`src/rtl/spi_dec_pkg.sv`:
```
package spi_dec_pkg;

    localparam logic [7:0] OP_READ      = 8'h03;
    localparam logic [7:0] OP_FAST_READ = 8'h0B;
    localparam logic [7:0] OP_ERASE_4K  = 8'h20;
    localparam logic [7:0] OP_ERASE_32K = 8'h52;
    localparam logic [7:0] OP_ERASE_64K = 8'hD8;
    localparam logic [7:0] OP_ERASE_A   = 8'h60;
    localparam logic [7:0] OP_ERASE_B   = 8'hC7;
    localparam logic [7:0] OP_PROG_BYTE = 8'h02;
    localparam logic [7:0] OP_PROG_AUTO = 8'hAD;
    localparam logic [7:0] OP_STAT_RD   = 8'h05;
    localparam logic [7:0] OP_STAT_EN   = 8'h50;
    localparam logic [7:0] OP_STAT_WR   = 8'h01;
    localparam logic [7:0] OP_WR_EN     = 8'h06;
    localparam logic [7:0] OP_WR_DIS    = 8'h04;
    localparam logic [7:0] OP_ID_A      = 8'h90;
    localparam logic [7:0] OP_ID_B      = 8'hAB;
    localparam logic [7:0] OP_ID_JEDEC  = 8'h9F;
    localparam logic [7:0] OP_BSY_ON    = 8'h70;
    localparam logic [7:0] OP_BSY_OFF   = 8'h80;

    // lowest kept address bit for the three erase granules
    localparam int LSB_4K  = 12;
    localparam int LSB_32K = 15;
    localparam int LSB_64K = 16;

    typedef enum logic [3:0] {
        ST_IDLE, ST_OPC, ST_ADDR, ST_DUMMY, ST_DATA,
        ST_WAIT_END, ST_OVERRUN, ST_STREAM, ST_DISCARD
    } dec_state_e;

    typedef struct packed {
        logic       known;
        logic       stream;
        logic       has_addr;
        logic       has_dummy;
        logic [1:0] n_data;
    } op_info_t;

    function automatic op_info_t classify(input logic [7:0] op);
        op_info_t r;
        r = '0;
        r.known = 1'b1;
        case (op)
            OP_READ, OP_ID_A, OP_ID_B: begin r.stream = 1'b1; r.has_addr = 1'b1; end
            OP_FAST_READ: begin r.stream = 1'b1; r.has_addr = 1'b1; r.has_dummy = 1'b1; end
            OP_STAT_RD, OP_ID_JEDEC: r.stream = 1'b1;
            OP_ERASE_4K, OP_ERASE_32K, OP_ERASE_64K: r.has_addr = 1'b1;
            OP_PROG_BYTE: begin r.has_addr = 1'b1; r.n_data = 2'd1; end
            OP_PROG_AUTO: begin r.has_addr = 1'b1; r.n_data = 2'd2; end
            OP_STAT_WR: r.n_data = 2'd1;
            OP_STAT_EN, OP_WR_EN, OP_WR_DIS, OP_BSY_ON, OP_BSY_OFF,
            OP_ERASE_A, OP_ERASE_B: r.n_data = 2'd0;
            default: r.known = 1'b0;
        endcase
        return r;
    endfunction

endpackage

```
`src/rtl/spi_pin_edges.sv`:
```
module spi_pin_edges (
    input  logic clk,
    input  logic rst_n,
    input  logic sck,
    input  logic ce_n,
    output logic sck_rise,
    output logic ce_fall,
    output logic ce_rise
);
    typedef struct packed {
        logic sck;
        logic ce_n;
    } pins_t;

    pins_t q, d;

    always_comb begin
        d.sck  = sck;
        d.ce_n = ce_n;
    end

    always_ff @(posedge clk) begin
        if (!rst_n) begin
            q.sck  <= 1'b0;
            q.ce_n <= 1'b1;
        end else begin
            q <= d;
        end
    end

    assign sck_rise = sck & ~q.sck;
    assign ce_fall  = ~ce_n & q.ce_n;
    assign ce_rise  = ce_n & ~q.ce_n;
endmodule

```
`src/rtl/spi_bit_shifter.sv`:
```
module spi_bit_shifter #(
    parameter int BITS = 8
) (
    input  logic            clk,
    input  logic            rst_n,
    input  logic            clr,
    input  logic            shift_en,
    input  logic            din,
    output logic            word_done,
    output logic [BITS-1:0] word_val
);
    localparam int CW = $clog2(BITS);

    typedef struct packed {
        logic [CW-1:0]   cnt;
        logic [BITS-1:0] sr;
    } shf_t;

    shf_t q, d;

    always_comb begin
        d = q;
        if (clr) begin
            d.cnt = '0;
        end else if (shift_en) begin
            d.sr  = {q.sr[BITS-2:0], din};
            d.cnt = (q.cnt == CW'(BITS - 1)) ? '0 : q.cnt + 1'b1;
        end
    end

    always_ff @(posedge clk) begin
        if (!rst_n) q <= '0;
        else        q <= d;
    end

    assign word_done = shift_en & ~clr & (q.cnt == CW'(BITS - 1));
    assign word_val  = {q.sr[BITS-2:0], din};
endmodule

```
`src/rtl/spi_opcode_classifier.sv`:
```
module spi_opcode_classifier
    import spi_dec_pkg::*;
(
    input  logic [7:0] opcode,
    output op_info_t   info
);
    always_comb info = classify(opcode);
endmodule

```
`src/rtl/spi_cmd_decoder.sv`:
```
module spi_cmd_decoder
    import spi_dec_pkg::*;
#(
    parameter int ADDR_BYTES = 3
) (
    input  logic                  clk,
    input  logic                  rst_n,
    input  logic                  sck,
    input  logic                  ce_n,
    input  logic                  mosi,
    output logic                  cmd_valid,
    output logic                  cmd_stream,
    output logic                  cmd_abort,
    output logic [7:0]            cmd_opcode,
    output logic [8*ADDR_BYTES-1:0] cmd_addr,
    output logic [7:0]            cmd_data
);
    localparam int ADDR_W = 8 * ADDR_BYTES;
    localparam int CNT_W  = $clog2(ADDR_BYTES + 2);

    logic       sck_rise, ce_fall, ce_rise;
    logic       byte_done;
    logic [7:0] byte_val;
    op_info_t   info_in;

    spi_pin_edges u_edges (
        .clk      (clk),
        .rst_n    (rst_n),
        .sck      (sck),
        .ce_n     (ce_n),
        .sck_rise (sck_rise),
        .ce_fall  (ce_fall),
        .ce_rise  (ce_rise)
    );

    spi_bit_shifter #(.BITS(8)) u_shift (
        .clk       (clk),
        .rst_n     (rst_n),
        .clr       (ce_n),
        .shift_en  (sck_rise),
        .din       (mosi),
        .word_done (byte_done),
        .word_val  (byte_val)
    );

    spi_opcode_classifier u_class (
        .opcode (byte_val),
        .info   (info_in)
    );

    typedef struct packed {
        dec_state_e        state;
        logic [7:0]        opc;
        op_info_t          info;
        logic [ADDR_W-1:0] addr;
        logic [7:0]        data;
        logic              data_seen;
        logic [CNT_W-1:0]  rem;
        logic              o_valid;
        logic              o_stream;
        logic              o_abort;
        logic [7:0]        o_opc;
        logic [ADDR_W-1:0] o_addr;
        logic [7:0]        o_data;
    } dec_t;

    dec_t q, d;

    function automatic logic [ADDR_W-1:0] granule_mask(input logic [7:0] op,
                                                       input logic [ADDR_W-1:0] a);
        logic [ADDR_W-1:0] ones;
        ones = '1;
        case (op)
            OP_ERASE_4K:  return a & (ones << LSB_4K);
            OP_ERASE_32K: return a & (ones << LSB_32K);
            OP_ERASE_64K: return a & (ones << LSB_64K);
            default:      return a;
        endcase
    endfunction

    always_comb begin
        logic emit, emit_stream, drop;
        d           = q;
        d.o_valid   = 1'b0;
        d.o_abort   = 1'b0;
        emit        = 1'b0;
        emit_stream = 1'b0;
        drop        = 1'b0;

        case (q.state)
            ST_IDLE: begin
                if (ce_fall) begin
                    d.state     = ST_OPC;
                    d.opc       = '0;
                    d.addr      = '0;
                    d.data      = '0;
                    d.data_seen = 1'b0;
                end
            end
            ST_OPC: begin
                if (ce_rise) begin
                    drop = 1'b1;
                end else if (byte_done) begin
                    d.opc  = byte_val;
                    d.info = info_in;
                    if (!info_in.known) begin
                        d.state = ST_DISCARD;
                    end else if (info_in.has_addr) begin
                        d.state = ST_ADDR;
                        d.rem   = CNT_W'(ADDR_BYTES - 1);
                    end else if (info_in.stream) begin
                        emit = 1'b1; emit_stream = 1'b1;
                        d.state = ST_STREAM;
                    end else if (info_in.n_data != 2'd0) begin
                        d.state = ST_DATA;
                        d.rem   = CNT_W'(info_in.n_data - 2'd1);
                    end else begin
                        d.state = ST_WAIT_END;
                    end
                end
            end
            ST_ADDR: begin
                if (ce_rise) begin
                    drop = 1'b1;
                end else if (byte_done) begin
                    d.addr = {q.addr[ADDR_W-9:0], byte_val};
                    if (q.rem != '0) begin
                        d.rem = q.rem - 1'b1;
                    end else if (q.info.has_dummy) begin
                        d.state = ST_DUMMY;
                    end else if (q.info.stream) begin
                        emit = 1'b1; emit_stream = 1'b1;
                        d.state = ST_STREAM;
                    end else if (q.info.n_data != 2'd0) begin
                        d.state = ST_DATA;
                        d.rem   = CNT_W'(q.info.n_data - 2'd1);
                    end else begin
                        d.state = ST_WAIT_END;
                    end
                end
            end
            ST_DUMMY: begin
                if (ce_rise) begin
                    drop = 1'b1;
                end else if (byte_done) begin
                    emit = 1'b1; emit_stream = 1'b1;
                    d.state = ST_STREAM;
                end
            end
            ST_DATA: begin
                if (ce_rise) begin
                    drop = 1'b1;
                end else if (byte_done) begin
                    if (!q.data_seen) begin
                        d.data      = byte_val;
                        d.data_seen = 1'b1;
                    end
                    if (q.rem == '0) d.state = ST_WAIT_END;
                    else             d.rem   = q.rem - 1'b1;
                end
            end
            ST_WAIT_END: begin
                if (ce_rise) begin
                    emit    = 1'b1;
                    d.state = ST_IDLE;
                end else if (sck_rise) begin
                    d.state = ST_OVERRUN;
                end
            end
            ST_OVERRUN: begin
                if (ce_rise) drop = 1'b1;
            end
            ST_STREAM, ST_DISCARD: begin
                if (ce_rise) d.state = ST_IDLE;
            end
            default: d.state = ST_IDLE;
        endcase

        if (drop) begin
            d.o_abort = 1'b1;
            d.state   = ST_IDLE;
        end
        if (emit) begin
            d.o_valid  = 1'b1;
            d.o_stream = emit_stream;
            d.o_opc    = d.opc;
            d.o_addr   = granule_mask(d.opc, d.addr);
            d.o_data   = d.data;
        end
    end

    always_ff @(posedge clk) begin
        if (!rst_n) begin
            q       <= '0;
            q.state <= ST_IDLE;
        end else begin
            q <= d;
        end
    end

    assign cmd_valid  = q.o_valid;
    assign cmd_stream = q.o_stream;
    assign cmd_abort  = q.o_abort;
    assign cmd_opcode = q.o_opc;
    assign cmd_addr   = q.o_addr;
    assign cmd_data   = q.o_data;
endmodule

```
`config.mk`:
```
export PLATFORM = sky130hd
export DESIGN_NAME = spi_cmd_decoder
export DESIGN_NICKNAME = d
export VERILOG_FILES = /design/src/rtl/spi_dec_pkg.sv /design/src/rtl/spi_pin_edges.sv /design/src/rtl/spi_bit_shifter.sv /design/src/rtl/spi_opcode_classifier.sv /design/src/rtl/spi_cmd_decoder.sv
export SDC_FILE = /design/constraint.sdc
export NUM_CORES = 1
export LEC_CHECK = 0
export BUFFER_PORTS_ARGS = -buffer_cell sky130_fd_sc_hd__buf_2
export CORE_MARGIN = 10
export CORE_UTILIZATION = 59
export CTS_CLUSTER_SIZE = 20
export DETAILED_ROUTE_END_ITERATION = 8
export PLACE_DENSITY_LB_ADDON = 0.1
export SLEW_MARGIN = 20
export SYNTH_ARGS = -nofsm -noshare
export SYNTH_HDL_FRONTEND = slang
export SYNTH_HIERARCHICAL = 1
export SYNTH_SLANG_ARGS = --single-unit
```
`constraint.sdc`:
```
create_clock -name clk -period 3.7 [get_ports clk]
set_clock_uncertainty 0.05 [all_clocks]
set_input_delay 0.74 -clock clk [delete_from_list [all_inputs] [get_ports clk]]
set_output_delay 0.74 -clock clk [all_outputs]
set_load 0.01 [all_outputs]
```
==> results.md <==
* CTS max path bufs at 2
* Gate Count Post-Synth at 615
* RR Startpoint: u_shift/word_val[4]
* HP Class: flop to flop
* Top FF cell, synth: dfxtp_1
* Slowest stage cell, crit path: or4b_1
* Final layout net count at 620
* P_sw at 924 µW
* IO Count at 48
* Setup violators final at 0
* Max H-tree Level at 3
* Power Total at roughly 2.6 mW
* WS Path Type: flop to flop
* CTS tree: built
* PostCTS Resize Cnt at 0
* Mapped Avg Cell Area at 8.52 µm²
* First-pass GRT wire length at 20,600 µm
* CP Max Fanout at 31
* CP top delay family: simple AND/OR/NAND/NOR gates
* Setup_tns at 0 ns
* Core Rows at 34
* Fraction of registers with async set/reset at 0%
* Flops & latches, synth at 107
* Sink Count at 107
* Critical path launch point type: flop
* Total GRT Usage at 19.1%
* Post-synthesis sequential area ratio at between 40% and 50%
* Largest stage delay, worst path at 0.53 ns
* Commonest non-fill, non-tap cell in the layout: dfxtp_1
* Largest net degree at the start of global routing at 51
* TritonCTS buffer count at 9
* Cell area after placement at 5280 µm²
* DRC at 0
* Port bufs at 47
* Cell variety after synth at 63
* Setup Buffers After CTS at 0
* R2R cell count at 10
* Overall die area at 13,100 µm²
* Crit path time final at 3.16 ns
* Layout area overhead at 4.56%
* CTS root buf: clkbuf_8
* Die height at ~110 µm
* Die Wd at 114 µm
* Comb power frac at 24.4%
* DPL Wire Length at around 8700 µm
* Post-Syn Area at 5240 µm²
* Post-synth EDFFs at 0
* Initial antenna violation count at 0
* RSZ-0062 raised after global routing: false
* Most frequent cells in the layout: dfxtp_1, nor2_1, nand2_1
* Worst vdd ir at roughly 0.00025 V
* Routed WL per cell at 17.4 µm
* Slew HR at between 40% and 50%
* Vias per std cell at approximately 6
* Worst Path Required at 3.94 ns
* Synth Warn # at 6
* Fin crit share at 85.4%
* Max Fclk at 316 MHz
* Drt pass-1 iters at 5
* Vias in the first global route at 4,058
* Leading area contributor after synthesis: dfxtp_1
* Hold Path End: cmd_addr[15]
* Flop pwr share at 47.7%
* Post-route cell area at 5480 µm²
* Detailed Route Iter0 Violations at roughly 480
* Hold depth at 2
* Slew @ Worst Pin at between 0.7 and 0.8 ns
* Vias at 4,351
* Buf/Inv on CP at 1
* Gr ovfl total at 0
* Arrival time of the worst setup path at 3.40 ns
* Final Hold Fails at 0
* Endpoint type of the worst setup path: flop
* Synthesized net count at 627
* Core ar. at 8680 µm²
* Largest cells by area after synthesis: dfxtp_1, buf_4, nor2_1
* Crit-path cells: or4b_1 -> o21ai_1 -> a21oi_1 -> o2111ai_1 -> nor4b_2 -> o2bb2ai_1 -> nand2b_2 -> buf_4 -> nand3b_1 -> o32ai_1
* Status: complete, no violations
* Post-synth top area share at 40.9%
* FF-to-FF End: cmd_addr[8]
* DRT Wirelength at 12,500 µm
* Clock network power share at 27.9%
* Clock latency on the worst-skew pair at 0.39 ns
* N_diodes at 0
* Static Leakage at 2.00 nW
* Initial core utilization at 60.4%
* Fin Hold WS at 0.420 ns
* Switch share at 35.3%
* Slew Limit Fails at 0
* Routed Antenna Nets at 0
* Routability cong. at 0.934
* Maxcap violations at 0
* Reg clk slew, reported paths at roughly 0.11 ns
* Worst hold start: cmd_addr[15]
* Hold buffers post-CTS at 0
* Flop2flop setup slack at 0.54 ns
* Internal power at about 1.7 mW
* P per Cell Area at between 400 and 500 nW/µm²
* Share of layout cells above drive strength 1 at 18.1%
cells by family after synthesis:
| kind of cell | share of synthesized area (%) |
|---|---|
| compound gates | 22.1 |
| flops | 40.9 |
| xor+xnor | 0.334 |
| mux | 1.15 |
| simple gates | 22.1 |
| fa+ha+maj | 1.67 |
| buf+inv | 11.7 |
worst reg2reg max path: cells and delay by family, from the launching register on:
kind / cells / cell delay, ns
AO/OA/AOI/OAI: 5 / 1.00
AND/OR/NAND/NOR: 4 / 1.25
buffers and inverters: 1 / 0.31
flip-flops: 1 / 0.46
per-stage QoR:
stage               setup slack (ns)  util [%]  instances
global placement               0.350      60.8        705
floorplan                      0.229         -        615
CTS                            0.566      63.1        721
detailed placement             0.236      60.8        705
global route                   0.338      63.1        721
finish                         0.539      63.1        721
flip-flops by register name, summed over array words and instances (netlist names):
signal,cells
cmd_data,8
u_edges/q,2
q,52
cmd_stream,1
u_shift/word_val,7
cmd_valid,1
cmd_abort,1
u_shift/q,3
cmd_addr,24
cmd_opcode,8
per-layer routing:
layer / vias to the layer above / GRT usage [%] / routed length, µm
met5: - / 0 / 0
li1: 2121 / - / -
met1: 2011 / 27.2 / 5890
met2: 195 / 27.0 / 5380
met4: 0 / 6.68 / 231
met3: 24 / 5.14 / 1020
power by group through the flow:
stage | Clock, mW | Sequential [mW] | Combinational, mW
global placement | 0 | 1.27 | 0.607
finish | 0.730 | 1.25 | 0.638
detailed placement | 0 | 1.27 | 0.620
CTS | 0.737 | 1.24 | 0.623
global route | 0.784 | 1.25 | 0.700
floorplan | 0 | 1.22 | 0.538
worst max-delay path by stage:
| stage | slack (ns) | depth (start not counted) | end | start |
|---|---|---|---|---|
| after floorplan | 0.23 | 12 | cmd_addr[10] | sck |
| after global placement | 0.35 | 11 | cmd_addr[15] | sck |
| after detailed placement | 0.24 | 10 | cmd_addr[8] | sck |
| after CTS | 0.57 | 10 | cmd_addr[8] | u_shift/word_val[5] |
| after global routing | 0.34 | 11 | cmd_addr[6] | u_shift/word_val[6] |
| final | 0.54 | 10 | cmd_addr[8] | u_shift/word_val[4] |
Yosys cell counts, drive strengths merged (5+ instances only):
library cell and instances:
a211oi 30, a21boi 7, a21oi 18, a22oi 39, and2 5, buf 65, clkbuf 28, dfxtp 107
ha 7, inv 14, mux2i 6, nand2 54, nand2b 14, nand3 8, nand3b 16, nor2 89
nor2b 8, nor3 9, o21ai 11, o22ai 6, o32ai 14, or3 6
area by class of cell:
type	instances	area (µm²)
Clock buffer	9	124
Tap cell	108	135
Inverter	14	52.6
Timing Repair Buffer	75	458
Multi-Input combinational cell	401	2490
Fill cell	781	3200
Clock inverter	7	77.6
Sequential cell	107	2140
Note: power is estimated with default switching activity, not from simulation.
